<file path="config.mk">
export PLATFORM = sky130hd
export DESIGN_NAME = lsw_adapter
export DESIGN_NICKNAME = d
export VERILOG_FILES = /design/src/rtl/lsw_pkg.sv /design/src/rtl/lsw_addr_gen.sv /design/src/rtl/lsw_load_extract.sv /design/src/rtl/lsw_store_ctl.sv /design/src/rtl/lsw_adapter.sv
export SDC_FILE = /design/constraint.sdc
export NUM_CORES = 1
export LEC_CHECK = 0
export CAP_MARGIN = 10
export CORE_MARGIN = 4
export CORE_UTILIZATION = 32
export DETAILED_ROUTE_END_ITERATION = 12
export GPL_TIMING_DRIVEN = 1
export PLACE_DENSITY_LB_ADDON = 0.1
export SYNTH_ARGS = -nofsm -noshare
export SYNTH_HDL_FRONTEND = slang
export SYNTH_SLANG_ARGS = --single-unit
</file>
<file path="constraint.sdc">
create_clock -name vclk -period 3.8
set_input_delay 0.76 -clock vclk [all_inputs]
set_output_delay 0.76 -clock vclk [all_outputs]
set_load 0.02 [all_outputs]
</file>
<file path="src/rtl/lsw_pkg.sv">
// Shared opcode and access-width codes for the load/store adapter.
// Assumes the standard 32-bit base integer instruction encoding.
package lsw_pkg;
    localparam logic [6:0] OPC_LOAD  = 7'h03;
    localparam logic [6:0] OPC_STORE = 7'h23;
    localparam logic [2:0] F3_BYTE   = 3'd0;
    localparam logic [2:0] F3_HALF   = 3'd1;
    localparam logic [2:0] F3_WORD   = 3'd2;
endpackage

</file>
<file path="src/rtl/lsw_addr_gen.sv">
// Effective-address generator: base plus sign-extended offset.
// Emits the word-aligned address and the in-word lane index.
// Assumes DATA_W is a power-of-two multiple of 8.
module lsw_addr_gen #(
    parameter int DATA_W = 32,
    parameter int OFS_W  = 12,
    localparam int LANES      = DATA_W / 8,
    localparam int LANE_SEL_W = $clog2(LANES)
) (
    input  logic [DATA_W-1:0]     base_i,
    input  logic [OFS_W-1:0]      ofs_i,
    output logic [DATA_W-1:0]     word_addr_o,
    output logic [LANE_SEL_W-1:0] lane_o
);
    logic [DATA_W-1:0] ofs_ext;
    logic [DATA_W-1:0] eff;

    // Widen the offset by replicating its sign bit.
    always_comb ofs_ext = {{(DATA_W-OFS_W){ofs_i[OFS_W-1]}}, ofs_i};

    // Effective address, wrapping modulo 2^DATA_W.
    always_comb eff = base_i + ofs_ext;

    // Split into aligned word address and lane index.
    always_comb begin
        word_addr_o = {eff[DATA_W-1:LANE_SEL_W], {LANE_SEL_W{1'b0}}};
        lane_o      = eff[LANE_SEL_W-1:0];
    end

    // Guard: the aligned address lies within one word below the effective address.
    always_comb begin
        AST_ADDR_WINDOW: assert ((eff - word_addr_o) < DATA_W'(LANES)) else $error("word address outside window");
    end
endmodule

</file>
<file path="src/rtl/lsw_load_extract.sv">
// Load-result former: picks a byte lane or halfword from the aligned
// memory word and sign-extends it; other widths pass the word through.
// Assumes halfword accesses are even (lane bit 0 is ignored for them).
module lsw_load_extract
    import lsw_pkg::*;
#(
    parameter int DATA_W = 32,
    localparam int LANES      = DATA_W / 8,
    localparam int HALVES     = LANES / 2,
    localparam int LANE_SEL_W = $clog2(LANES)
) (
    input  logic [2:0]            funct3_i,
    input  logic [LANE_SEL_W-1:0] lane_i,
    input  logic [DATA_W-1:0]     rdata_i,
    output logic [DATA_W-1:0]     data_o
);
    logic [7:0]  lane_byte [LANES];
    logic [15:0] lane_half [HALVES];
    logic [7:0]  byte_pick;
    logic [15:0] half_pick;

    // Little-endian byte lanes of the read word.
    for (genvar g = 0; g < LANES; g++) begin : g_byte
        assign lane_byte[g] = rdata_i[8*g +: 8];
    end

    // Little-endian halfword lanes of the read word.
    for (genvar h = 0; h < HALVES; h++) begin : g_half
        assign lane_half[h] = rdata_i[16*h +: 16];
    end

    // Choose the addressed byte and halfword.
    always_comb begin
        byte_pick = lane_byte[lane_i];
        half_pick = lane_half[lane_i[LANE_SEL_W-1:1]];
    end

    // Width decode with sign extension; unknown widths pass the word.
    always_comb begin
        case (funct3_i)
            F3_BYTE: data_o = {{(DATA_W-8){byte_pick[7]}}, byte_pick};
            F3_HALF: data_o = {{(DATA_W-16){half_pick[15]}}, half_pick};
            default: data_o = rdata_i;
        endcase
    end

    // Guards relating the result to the raw word at the port.
    always_comb begin
        if (funct3_i == F3_BYTE) begin
            AST_BYTE_LANE: assert (data_o[7:0] == rdata_i[8*lane_i +: 8]) else $error("byte lane wrong");
            AST_BYTE_FILL: assert (data_o[DATA_W-1:8] == {(DATA_W-8){rdata_i[8*lane_i+7]}}) else $error("byte fill wrong");
        end
        if (funct3_i == F3_HALF) begin
            AST_HALF_LANE: assert (data_o[15:0] == rdata_i[16*lane_i[LANE_SEL_W-1:1] +: 16]) else $error("half lane wrong");
            AST_HALF_FILL: assert (data_o[DATA_W-1:16] == {(DATA_W-16){rdata_i[16*lane_i[LANE_SEL_W-1:1]+15]}}) else $error("half fill wrong");
        end
        if (funct3_i == F3_WORD) begin
            AST_WORD_PASS: assert (data_o == rdata_i) else $error("word not passed");
        end
        if (funct3_i > F3_WORD) begin
            AST_OTHER_PASS: assert (data_o == rdata_i) else $error("unknown width altered word");
        end
    end
endmodule

</file>
<file path="src/rtl/lsw_store_ctl.sv">
// Store control: raises the write strobe for a full-word store only,
// and forwards the register value as write data.
// Assumes stores are word-aligned; no byte enables are produced.
module lsw_store_ctl
    import lsw_pkg::*;
#(
    parameter int DATA_W = 32
) (
    input  logic [6:0]        opcode_i,
    input  logic [2:0]        funct3_i,
    input  logic [DATA_W-1:0] store_val_i,
    output logic              we_o,
    output logic [DATA_W-1:0] wdata_o
);
    // Strobe decode: word store encoding only.
    always_comb we_o = (opcode_i == OPC_STORE) && (funct3_i == F3_WORD);

    // Write data is the store register value as is.
    always_comb wdata_o = store_val_i;

    // Guard: a strobe implies the store opcode.
    always_comb begin
        AST_WE_NEEDS_STORE: assert (!we_o || opcode_i == OPC_STORE) else $error("strobe without store opcode");
    end
endmodule

</file>
<file path="src/rtl/lsw_adapter.sv">
// Word-aligned load/store adapter: address generation, load extraction
// and store control for a memory returning whole aligned words.
// Purely combinational; assumes aligned accesses.
module lsw_adapter
    import lsw_pkg::*;
#(
    parameter int DATA_W = 32,
    parameter int OFS_W  = 12,
    localparam int LANE_SEL_W = $clog2(DATA_W / 8)
) (
    input  logic [6:0]        op_code,
    input  logic [2:0]        op_funct3,
    input  logic [DATA_W-1:0] base_val,
    input  logic [OFS_W-1:0]  imm_ofs,
    input  logic [DATA_W-1:0] store_val,
    input  logic [DATA_W-1:0] mem_rdata,
    output logic [DATA_W-1:0] mem_addr,
    output logic [DATA_W-1:0] mem_wdata,
    output logic              mem_we,
    output logic [DATA_W-1:0] load_data
);
    logic [LANE_SEL_W-1:0] lane;

    lsw_addr_gen #(.DATA_W(DATA_W), .OFS_W(OFS_W)) u_addr (
        .base_i      (base_val),
        .ofs_i       (imm_ofs),
        .word_addr_o (mem_addr),
        .lane_o      (lane)
    );

    lsw_load_extract #(.DATA_W(DATA_W)) u_load (
        .funct3_i (op_funct3),
        .lane_i   (lane),
        .rdata_i  (mem_rdata),
        .data_o   (load_data)
    );

    lsw_store_ctl #(.DATA_W(DATA_W)) u_store (
        .opcode_i    (op_code),
        .funct3_i    (op_funct3),
        .store_val_i (store_val),
        .we_o        (mem_we),
        .wdata_o     (mem_wdata)
    );

    // Guard at the top: loads never strobe memory, and the address is aligned.
    always_comb begin
        AST_LOAD_NO_WRITE: assert (!(op_code == OPC_LOAD && mem_we)) else $error("load wrote memory");
        AST_ADDR_ALIGNED: assert (mem_addr[LANE_SEL_W-1:0] == '0) else $error("address not aligned");
    end
endmodule

</file>
==> impl_metrics.tcl <==
set metrics [dict create \
    violations "setup timing" \
    dieArea_um2 9960 \
    critPathCaptureType "output port" \
    max_freq_ghz 0.249 \
    maxSlewViolCount 0 \
    drive_above_1_share 0.359 \
    seqCellArea_um2 0 \
    grt_usage 0.222 \
    cp.arrival_ns 3.25 \
    stdcell_area_um2 5370 \
    finalPower_uw 1090 \
    slowest_stage "or4b_4" \
    firstDrtPassIters 4 \
    yosys.area.top_type "ha_1" \
    synth_area_um2 2700 \
    fin_util 0.654 \
    leakage_uw 0.00254 \
    clockPowerShare 0 \
    die_w_um 99.8 \
    seq_area_frac_synth 0 \
    num-clock-buffers 0 \
    hp-start "store_val[17]" \
    wl_per_cell_um 16.3 \
    crit_buf_inv 2 \
    n_sequential_cell 0 \
    synth_area_leaders "ha_1 14%, a21o_1 10%, a21oi_1 9.8%, buf_4 9.5%, nor2_1 6.7%" \
    boundaryPins 215 \
    ir_worst_vdd_uv 95.0 \
    dp_hpwl_um 9700 \
    p_int_uw 545 \
    num_rows 33 \
    slowest_delay_ns 0.51 \
    path_class "input port to output port" \
    final_hold_viol_count 0 \
    fp.coreArea_um2 8220 \
    status "finished, violations left" \
    power.switching_uw 547 \
    place_area_um2 4930 \
    yosys_warnings 0 \
    period_needed_ns 4.01 \
    synthCells 406 \
    totalWireLength_um 11900 \
    seq_power_share 0 \
    tightest_slew_ns 0.662 \
    critPathLaunchType "input port" \
    die_y_um 99.8 \
    syn_to_final_growth_pct 99.1 \
    yosys.area.top_type_share 0.144 \
    cp_top_family "compound AO/OA/AOI/OAI gates" \
    max_slew_margin 0.557 \
    period_share 1.06 \
    cap_viol_max_count 0 \
    path_cells "buf_6, ha_4, a2111oi_4, or4b_4, a21bo_1, a311o_2, a311oi_4, xnor2_2, buf_4" \
    crit_fanout 4 \
    nNetsFinal 778 \
    num_vias 3809 \
    cellPowerDensity_nw_per_um2 203 \
    combPwrFrac 1.000 \
    diodes 0 \
    ant_nets 0 \
    setup_violations 3 \
    rsz0062_at_grt "yes" \
    required_ns 3.04 \
    initial_core_util 0.328 \
    grt_pass1_wl_um 18600 \
    synth_cell_types 57 \
    critPathLaunch "imm_ofs[11]" \
    drc 0 \
    via_per_inst 5.21 \
    grt_antenna_before_repair 0 \
    grt_max_degree 25 \
    p_sw_frac 0.501 \
    gp_congestion 0.851 \
    layout_setup_ws_ns -0.211 \
    hp-class "input port to output port" \
    syn_avg_cell_area_um2 6.64 \
    grt_pass1_vias 3889 \
    drtIter0Drc 81 \
    gr-total-overflow 0 \
    numPortBuffers 149 \
]
-- per-stage QoR --
| stage | setup slack, ns | instances | TNS (ns) | hold slack, ns |
|---|---|---|---|---|
| after floorplan | -0.00380 | 407 | -0.00380 | 1.61 |
| final | -0.211 | 731 | -0.448 | 1.52 |
| after global placement | -1.15 | 724 | -36.08 | 1.52 |
| after detailed placement | -1.18 | 724 | -37.00 | 1.52 |
| after global routing | -0.285 | 731 | -0.874 | 1.52 |
| after CTS | -0.263 | 728 | -0.595 | 1.52 |
-- cell usage in the layout, fill, tap and decap left out, types with 7 or more instances in the layout --
master / n
buf_4: 124
clkbuf_2: 14
nand2_1: 33
dlymetal6s2s_1: 11
ha_4: 18
a21o_1: 36
clkdlybuf4s50_1: 64
a21oi_1: 46
nor2_1: 45
xnor2_1: 18
ha_1: 13
clkdlybuf4s15_1: 19
o21ai_0: 12
nand3_1: 9
dlygate4sd2_1: 23
a221o_1: 8
xor2_1: 7
-- metal layers --
| metal | routed length, um | share of wire | track usage |
|---|---|---|---|
| met1 | 4820 | 0.40 | 0.268 |
| met2 | 6110 | 0.51 | 0.415 |
| met3 | 770 | 0.065 | 0.0361 |
| met4 | 235 | 0.020 | 0.0410 |
| met5 | 0 | 0 | 0 |
-- synthesized netlist by cell type (2+ instances only) --
cell and instances:
o21ai_0 15, a211oi_1 5, a221o_1 8, a31oi_1 5, ha_1 31, nand3_1 10, nor2_1 48, nor2b_1 4
nor3_1 5, clkbuf_1 16, mux2i_1 2, and3_1 2, o21a_1 4, buf_4 34, xor2_1 7, a311oi_1 2
inv_1 8, xnor2_1 20, o31ai_1 2, o21ai_1 5, a21o_1 36, o21bai_1 2, a21oi_1 53, nor4_1 4
nand2b_1 5, nand2_1 37, and2_1 3, nor3b_1 2, nand4_1 3
-- power groups by stage --
stage	registers (uW)	logic [uW]	clock network, uW
finish	0	1090	0
CTS	0	1070	0
detailed placement	0	1060	0
global route	0	1180	0
global placement	0	1050	0
floorplan	0	562	0
-- layout make-up --
cell class	count	area, um^2
Multi-Input combinational cell	350	2900
Fill cell	735	2850
Timing Repair Buffer	268	2310
Tap cell	105	131
Inverter	8	30.0
-- kinds of logic (layout without fill, tap and decap cells) --
group,count (synthesis),in the layout,synth area share
AND/OR/NAND/NOR,132,132,0.231
adder cells (fa/ha/maj),32,32,0.151
multiplexers,3,3,0.0158
XOR/XNOR,27,27,0.0877
other,1,2,0.00139
AO/OA/AOI/OAI,152,154,0.381
buffers and inverters,59,276,0.132
-- worst paths after layout --
kind / slack [ns] / cells past startpoint / end
max: -0.21 / 9 / mem_addr[30]
min: 1.52 / 0 / mem_wdata[17]
-- repair_timing --
item	CTS	global route
gates cloned	1	1
setup buffers	3	2
pin swaps	27	18
setup endpoints to repair	58	48
hold buffers	0	0
resized for setup	202	78
(Power assumes the default switching activity.)
